--- src/rtl/virq_pkg.sv ---
package virq_pkg;

  localparam int SYS_LINES = 16;

  typedef enum logic [2:0] {
    OP_EN_SET   = 3'd0,
    OP_EN_CLR   = 3'd1,
    OP_PEND_SET = 3'd2,
    OP_PEND_CLR = 3'd3,
    OP_PRIO     = 3'd4
  } cfg_op_e;

  // System slots that carry a handler; all others below 16 are reserved.
  function automatic bit sys_slot_used(int n);
    return n inside {1, 2, 3, 4, 5, 6, 11, 12, 14};
  endfunction

  // Slots whose urgency is hard-wired above every programmable level.
  function automatic bit slot_fixed(int n);
    return (n >= 1) && (n <= 3);
  endfunction

endpackage

--- src/rtl/virq_src_bank.sv ---
module virq_src_bank
  import virq_pkg::*;
#(
  parameter int NUM_IRQ = 43,
  parameter int PRIO_W  = 4,
  localparam int NUM_EXC = SYS_LINES + NUM_IRQ,
  localparam int NUM_W   = $clog2(NUM_EXC),
  localparam int EFF_W   = PRIO_W + 1
) (
  input  logic                            clk,
  input  logic                            rst_n,
  input  logic [NUM_IRQ-1:0]              irq_pulse,
  input  logic [SYS_LINES-1:0]            sys_pulse,
  input  logic                            cfg_we,
  input  logic [2:0]                      cfg_op,
  input  logic [NUM_W-1:0]                cfg_num,
  input  logic [PRIO_W-1:0]               cfg_prio,
  input  logic                            ack_i,
  input  logic [NUM_W-1:0]                ack_num,
  input  logic                            ret_i,
  input  logic [NUM_W-1:0]                ret_num,
  output logic [NUM_EXC-1:0]              cand_o,
  output logic [NUM_EXC-1:0]              act_o,
  output logic [NUM_EXC-1:0][EFF_W-1:0]   eff_o
);

  function automatic logic [NUM_EXC-1:0] used_map();
    logic [NUM_EXC-1:0] m;
    for (int n = 0; n < NUM_EXC; n++) m[n] = (n >= SYS_LINES) || sys_slot_used(n);
    return m;
  endfunction

  localparam logic [NUM_EXC-1:0] USED    = used_map();
  localparam logic [NUM_W:0]     EXC_LIM = NUM_EXC;

  logic [NUM_EXC-1:0]             pend_q, pend_d, pend_set, pend_clr;
  logic [NUM_EXC-1:0]             act_q, act_d, act_set, act_clr;
  logic [NUM_IRQ-1:0]             en_q, en_d;
  logic [NUM_EXC-1:0][PRIO_W-1:0] prio_q, prio_d;
  logic                           pend_ce, act_ce, en_ce, prio_ce;
  logic                           cfg_hit, ack_hit, ret_hit;
  logic [NUM_W-1:0]               irq_idx;
  logic [NUM_EXC-1:0]             en_full;

  assign cfg_hit = cfg_we && ({1'b0, cfg_num} < EXC_LIM) && USED[cfg_num];
  assign ack_hit = ack_i && ({1'b0, ack_num} < EXC_LIM) && USED[ack_num];
  assign ret_hit = ret_i && ({1'b0, ret_num} < EXC_LIM);
  assign irq_idx = cfg_num - NUM_W'(SYS_LINES);

  // Next-state logic
  always_comb begin
    pend_set = {irq_pulse, sys_pulse} & USED;
    pend_clr = '0;
    act_set  = '0;
    act_clr  = '0;
    en_d     = en_q;
    prio_d   = prio_q;
    en_ce    = 1'b0;
    prio_ce  = 1'b0;
    if (cfg_hit) begin
      unique case (cfg_op)
        OP_EN_SET: if (cfg_num >= NUM_W'(SYS_LINES)) begin
          en_d[irq_idx] = 1'b1;
          en_ce         = 1'b1;
        end
        OP_EN_CLR: if (cfg_num >= NUM_W'(SYS_LINES)) begin
          en_d[irq_idx] = 1'b0;
          en_ce         = 1'b1;
        end
        OP_PEND_SET: pend_set[cfg_num] = 1'b1;
        OP_PEND_CLR: pend_clr[cfg_num] = 1'b1;
        OP_PRIO: if (!slot_fixed(int'(cfg_num))) begin
          prio_d[cfg_num] = cfg_prio;
          prio_ce         = 1'b1;
        end
        default: ;
      endcase
    end
    if (ack_hit) begin
      act_set[ack_num]  = 1'b1;
      pend_clr[ack_num] = 1'b1;
    end
    if (ret_hit) act_clr[ret_num] = 1'b1;
    pend_d  = (pend_q & ~pend_clr) | pend_set;
    act_d   = ((act_q & ~act_clr) | act_set) & USED;
    pend_ce = (|pend_set) || (|pend_clr);
    act_ce  = (|act_set) || (|act_clr);
  end

  // State registers
  always_ff @(posedge clk or negedge rst_n) begin
    if (!rst_n) begin
      pend_q <= '0;
      act_q  <= '0;
      en_q   <= '0;
      prio_q <= '0;
    end else begin
      if (pend_ce) pend_q <= pend_d;
      if (act_ce)  act_q  <= act_d;
      if (en_ce)   en_q   <= en_d;
      if (prio_ce) prio_q <= prio_d;
    end
  end

  // Effective urgency: fixed slots map to 0..2, programmable values shift up by 3.
  always_comb begin
    for (int n = 0; n < NUM_EXC; n++) begin
      if (slot_fixed(n)) eff_o[n] = EFF_W'(n - 1);
      else               eff_o[n] = EFF_W'(prio_q[n]) + EFF_W'(3);
    end
  end

  assign en_full = {en_q, {SYS_LINES{1'b1}}};
  assign cand_o  = pend_q & en_full & USED;
  assign act_o   = act_q;

  a_r8_ack_sets_active: assert property (@(posedge clk) disable iff (!rst_n)
    ack_hit |=> act_q[$past(ack_num)]);

  a_r8_ack_clears_pending: assert property (@(posedge clk) disable iff (!rst_n)
    (ack_hit && !pend_set[ack_num]) |=> !pend_q[$past(ack_num)]);

  a_r10_disable_keeps_pending: assert property (@(posedge clk) disable iff (!rst_n)
    (cfg_hit && cfg_op == OP_EN_CLR && pend_q[cfg_num] && !ack_i)
      |=> pend_q[$past(cfg_num)]);

endmodule

--- src/rtl/virq_arbiter.sv ---
module virq_arbiter #(
  parameter int N     = 59,
  parameter int EFF_W = 5,
  localparam int IDX_W = $clog2(N)
) (
  input  logic [N-1:0]            valid_i,
  input  logic [N-1:0][EFF_W-1:0] eff_i,
  output logic                    vld_o,
  output logic [IDX_W-1:0]        idx_o,
  output logic [EFF_W-1:0]        eff_o
);

  // Ascending scan with strict compare: the lowest index keeps a tie.
  always_comb begin
    vld_o = 1'b0;
    idx_o = '0;
    eff_o = '1;
    for (int n = 0; n < N; n++) begin
      if (valid_i[n] && (!vld_o || eff_i[n] < eff_o)) begin
        vld_o = 1'b1;
        idx_o = IDX_W'(n);
        eff_o = eff_i[n];
      end
    end
  end

endmodule

--- src/rtl/virq_vector.sv ---
module virq_vector #(
  parameter int NUM_W  = 6,
  parameter int ADDR_W = 32
) (
  input  logic              req_i,
  input  logic [NUM_W-1:0]  num_i,
  output logic [NUM_W-1:0]  num_o,
  output logic [ADDR_W-1:0] addr_o
);

  // One 4-byte table word per exception number.
  assign num_o  = req_i ? num_i : '0;
  assign addr_o = req_i ? (ADDR_W'(num_i) << 2) : '0;

endmodule

--- src/rtl/vect_irq_ctrl.sv ---
module vect_irq_ctrl
  import virq_pkg::*;
#(
  parameter int NUM_IRQ = 43,
  parameter int PRIO_W  = 4,
  parameter int ADDR_W  = 32,
  localparam int NUM_EXC = SYS_LINES + NUM_IRQ,
  localparam int NUM_W   = $clog2(NUM_EXC),
  localparam int EFF_W   = PRIO_W + 1
) (
  input  logic                 clk,
  input  logic                 rst_n,
  input  logic [NUM_IRQ-1:0]   irq_pulse,
  input  logic [SYS_LINES-1:0] sys_pulse,
  input  logic                 cfg_we,
  input  logic [2:0]           cfg_op,
  input  logic [NUM_W-1:0]     cfg_num,
  input  logic [PRIO_W-1:0]    cfg_prio,
  input  logic                 ack_i,
  input  logic [NUM_W-1:0]     ack_num,
  input  logic                 ret_i,
  input  logic [NUM_W-1:0]     ret_num,
  output logic                 exc_req,
  output logic [NUM_W-1:0]     exc_num,
  output logic [ADDR_W-1:0]    exc_addr
);

  logic                           rst_meta, rst_sync;
  logic [NUM_EXC-1:0]             cand, act;
  logic [NUM_EXC-1:0][EFF_W-1:0]  eff;
  logic                           pend_vld, act_vld, preempt;
  logic [NUM_W-1:0]               pend_idx, act_idx;
  logic [EFF_W-1:0]               pend_eff, act_eff;

  // Reset: asserted at once, released after two clock edges.
  always_ff @(posedge clk or negedge rst_n) begin
    if (!rst_n) begin
      rst_meta <= 1'b0;
      rst_sync <= 1'b0;
    end else begin
      rst_meta <= 1'b1;
      rst_sync <= rst_meta;
    end
  end

  virq_src_bank #(.NUM_IRQ(NUM_IRQ), .PRIO_W(PRIO_W)) u_bank (
    .clk(clk), .rst_n(rst_sync),
    .irq_pulse(irq_pulse), .sys_pulse(sys_pulse),
    .cfg_we(cfg_we), .cfg_op(cfg_op), .cfg_num(cfg_num), .cfg_prio(cfg_prio),
    .ack_i(ack_i), .ack_num(ack_num), .ret_i(ret_i), .ret_num(ret_num),
    .cand_o(cand), .act_o(act), .eff_o(eff)
  );

  virq_arbiter #(.N(NUM_EXC), .EFF_W(EFF_W)) u_pend_arb (
    .valid_i(cand), .eff_i(eff),
    .vld_o(pend_vld), .idx_o(pend_idx), .eff_o(pend_eff)
  );

  virq_arbiter #(.N(NUM_EXC), .EFF_W(EFF_W)) u_act_arb (
    .valid_i(act), .eff_i(eff),
    .vld_o(act_vld), .idx_o(act_idx), .eff_o(act_eff)
  );

  assign preempt = pend_vld && (!act_vld || pend_eff < act_eff);
  assign exc_req = preempt;

  virq_vector #(.NUM_W(NUM_W), .ADDR_W(ADDR_W)) u_vec (
    .req_i(preempt), .num_i(pend_idx), .num_o(exc_num), .addr_o(exc_addr)
  );

  a_r3_reserved_never_offered: assert property (@(posedge clk) disable iff (!rst_sync)
    exc_req |-> !(exc_num inside {0, 7, 8, 9, 10, 13, 15}));

  a_r4_nmi_wins: assert property (@(posedge clk) disable iff (!rst_sync)
    (cand[2] && !cand[1] && (!act_vld || act_eff > EFF_W'(1)))
      |-> (exc_req && exc_num == NUM_W'(2)));

  a_r7_no_self_preempt: assert property (@(posedge clk) disable iff (!rst_sync)
    (exc_req && act_vld) |-> exc_num != act_idx);

  a_r1_idle_zero: assert property (@(posedge clk) disable iff (!rst_sync)
    !exc_req |-> (exc_num == '0 && exc_addr == '0));

endmodule

--- config.mk ---
export PLATFORM = sky130hd
export DESIGN_NAME = vect_irq_ctrl
export DESIGN_NICKNAME = d
export VERILOG_FILES = /design/src/rtl/virq_pkg.sv /design/src/rtl/virq_src_bank.sv /design/src/rtl/virq_arbiter.sv /design/src/rtl/virq_vector.sv /design/src/rtl/vect_irq_ctrl.sv
export SDC_FILE = /design/constraint.sdc
export NUM_CORES = 2
export LEC_CHECK = 0
export ABC_AREA = 1
export BUFFER_PORTS_ARGS = -buffer_cell sky130_fd_sc_hd__clkbuf_2
export CAP_MARGIN = 20
export CORE_MARGIN = 2
export CORE_UTILIZATION = 30
export CTS_CLUSTER_DIAMETER = 50
export DETAILED_ROUTE_END_ITERATION = 7
export PLACE_DENSITY = 0.53
export SYNTH_ARGS = -nofsm -noshare
export SYNTH_HDL_FRONTEND = slang
export SYNTH_HIERARCHICAL = 1
export SYNTH_SLANG_ARGS = --single-unit
--- constraint.sdc ---
create_clock -name clk -period 63.8 [get_ports clk]
set_clock_uncertainty 0.1 [all_clocks]
set_input_delay 0 -clock clk [delete_from_list [all_inputs] [get_ports clk]]
set_output_delay 0 -clock clk [all_outputs]
set_load 0.05 [all_outputs]
==> results.sh <==
export IMPL_io_pins=128
export IMPL_reg2reg_setup_slack_ps=61060
export IMPL_cp_num_buf_inv=46
export IMPL_crit_family="simple AND/OR/NAND/NOR gates"
export IMPL_die_area_um2=174000
export IMPL_ctsRootBufferMaster="clkbuf_16"
export IMPL_cp_start_kind="flop"
export IMPL_ant_nets=0
export IMPL_grt_busiest_layer="met2"
export IMPL_setup_viol=0
export IMPL_worstRegToRegCells=2
export IMPL_clockBufferDepth=3
export IMPL_rows=151
export IMPL_grt_pass1_vias=46700
export IMPL_wl_um=160000
export IMPL_cts_sink_count=373
export IMPL_slew_viol_final=0
export IMPL_cts_tree="yes"
export IMPL_vias_per_cell=4.79
export IMPL_drc=0
export IMPL_track_usage_pct=17.9
export IMPL_cp_slowest_cell="dfrtp_2"
export IMPL_cp_common_cell="nand2_1"
export IMPL_drive_above_1_share_pct=14.9
export IMPL_place_hpwl_um=126000
export IMPL_h_tree_depth=2
export IMPL_gr_total_overflow=0
export IMPL_nets=8660
export IMPL_worst_skew_pair_late_latency_ps=660
export IMPL_syn_area_per_cell_um2=6.32
export IMPL_cap_violations=0
export IMPL_worstPathRequired_ps=63700
export IMPL_dp_worst_setup_slack_ps=310
export IMPL_relSlewSlack_pct=32.7
export IMPL_grt_max_degree=150
export IMPL_netlist_instances=8094
export IMPL_fin_area_um2=57400
export IMPL_start_util_pct=30.2
export IMPL_coreArea_um2=169000
export IMPL_rr_startpoint="rst_sync$_DFF_PN0_"
export IMPL_crit_type="reg -> out"
export IMPL_antenna_found_initial=2
export IMPL_gp_congestion=0.936
export IMPL_fin_ws_ps=5650
export IMPL_worst_hold_path_type="in -> async"
export IMPL_reg2reg_to="u_bank/prio_q[161]$_DFFE_PN0P_"
export IMPL_end_kind="output pin"
export IMPL_critPathMaxStageDelay_ps=500
export IMPL_tightest_slew_ps=1000
export IMPL_drtIter0Drc=3441
export IMPL_grt_use_met2_pct=30.4
export IMPL_use_met3_pct=1.64
export IMPL_hold_viol=0
export IMPL_path_clk_slew_ps=60
export IMPL_numCtsBuffers=57
export IMPL_via_count=50400
export IMPL_fin_crit_sh_pct=91.1
export IMPL_io_buffers=94
export IMPL_area_growth_pct=12.2
export IMPL_cp_arrival_ps=58050
export IMPL_avgRoutedWirePerCell_um=15.2
export IMPL_synth_yosys_warnings=6
export IMPL_cp_max_fo=12
export IMPL_grt_pass1_wl_um=253000
export IMPL_placed_area_um2=52200
export IMPL_clock_fmax_mhz=17.2
export IMPL_syn_area_um2=51200
export IMPL_status="complete, no violations"
export IMPL_dieHeight_um=417
export IMPL_die_x_um=417
export IMPL_final_min_clock_period_ps=58150
export IMPL_gr_usage_met1_pct=23.7
export IMPL_hold_ws_ps=80.6
export IMPL_firstDrtPassIters=6
==> layout make-up <==
cell class                      count  area, um2
Clock inverter                     39        499
Fill cell                       18400     112000
Clock buffer                       67       1540
Sequential cell                   373       9340
Inverter                         1517       5720
Tap cell                         2218       2780
Timing Repair Buffer              367       3090
Multi-Input combinational cell   5951      34400
Antenna cell                        3       7.51
==> timing repair <==
action	CTS	global route
setup endpoints to repair	13	13
endpoints found under the hold margin	213	0
setup buffers	0	30
pin swaps	0	23
hold buffers	205	0
resized for setup	9	334
==> layout by cell type, fill, tap and decap left out, types with 157 or more instances in the layout <==
| master | count |
|---|---|
| nand3_1 | 1147 |
| dfrtp_1 | 370 |
| dlygate4sd3_1 | 205 |
| inv_1 | 1468 |
| nand2_4 | 223 |
| o21ai_0 | 319 |
| nor2_1 | 491 |
| ha_1 | 304 |
| nand2_2 | 338 |
| nand2_1 | 1932 |
| o21bai_1 | 190 |
| nand3_2 | 157 |
==> per-stage QoR <==
step,instances,util [%],TNS [ps]
after floorplan,8146,-,0
after global placement,10200,30.8,0
after detailed placement,10200,30.8,0
after CTS,10500,33.2,0
after global routing,10500,33.9,-2550
final,10500,33.9,0
==> metal layers <==
metal,vias to the layer above,wire (um)
li1,26000,-
met1,23300,73500
met3,208,6210
met5,-,0
met4,0,5400
met2,988,75400
==> worst max path at each step <==
stage / slack [ps] / startpoint / endpoint / cells after the start
detailed placement: 310 / u_bank/pend_q[1]$_DFFE_PN0P_ / exc_num[1] / 483
finish: 5650 / u_bank/pend_q[1]$_DFFE_PN0P_ / exc_num[4] / 504
CTS: 0.9 / u_bank/pend_q[1]$_DFFE_PN0P_ / exc_num[1] / 482
floorplan: 9170 / u_bank/pend_q[1]$_DFFE_PN0P_ / exc_num[0] / 514
global route: -220 / u_bank/pend_q[1]$_DFFE_PN0P_ / exc_num[4] / 510
global placement: 1380 / u_bank/pend_q[1]$_DFFE_PN0P_ / exc_addr[7] / 484
==> worst register-to-register path, cell delays in order (launching register included) <==
cell     delay, ps
dfrtp_4        940
buf_4          720
buf_4          910
Power is left out: the tool's default activity adds up to more than one toggle a clock period on the data nets, which glitch-free logic cannot reach.
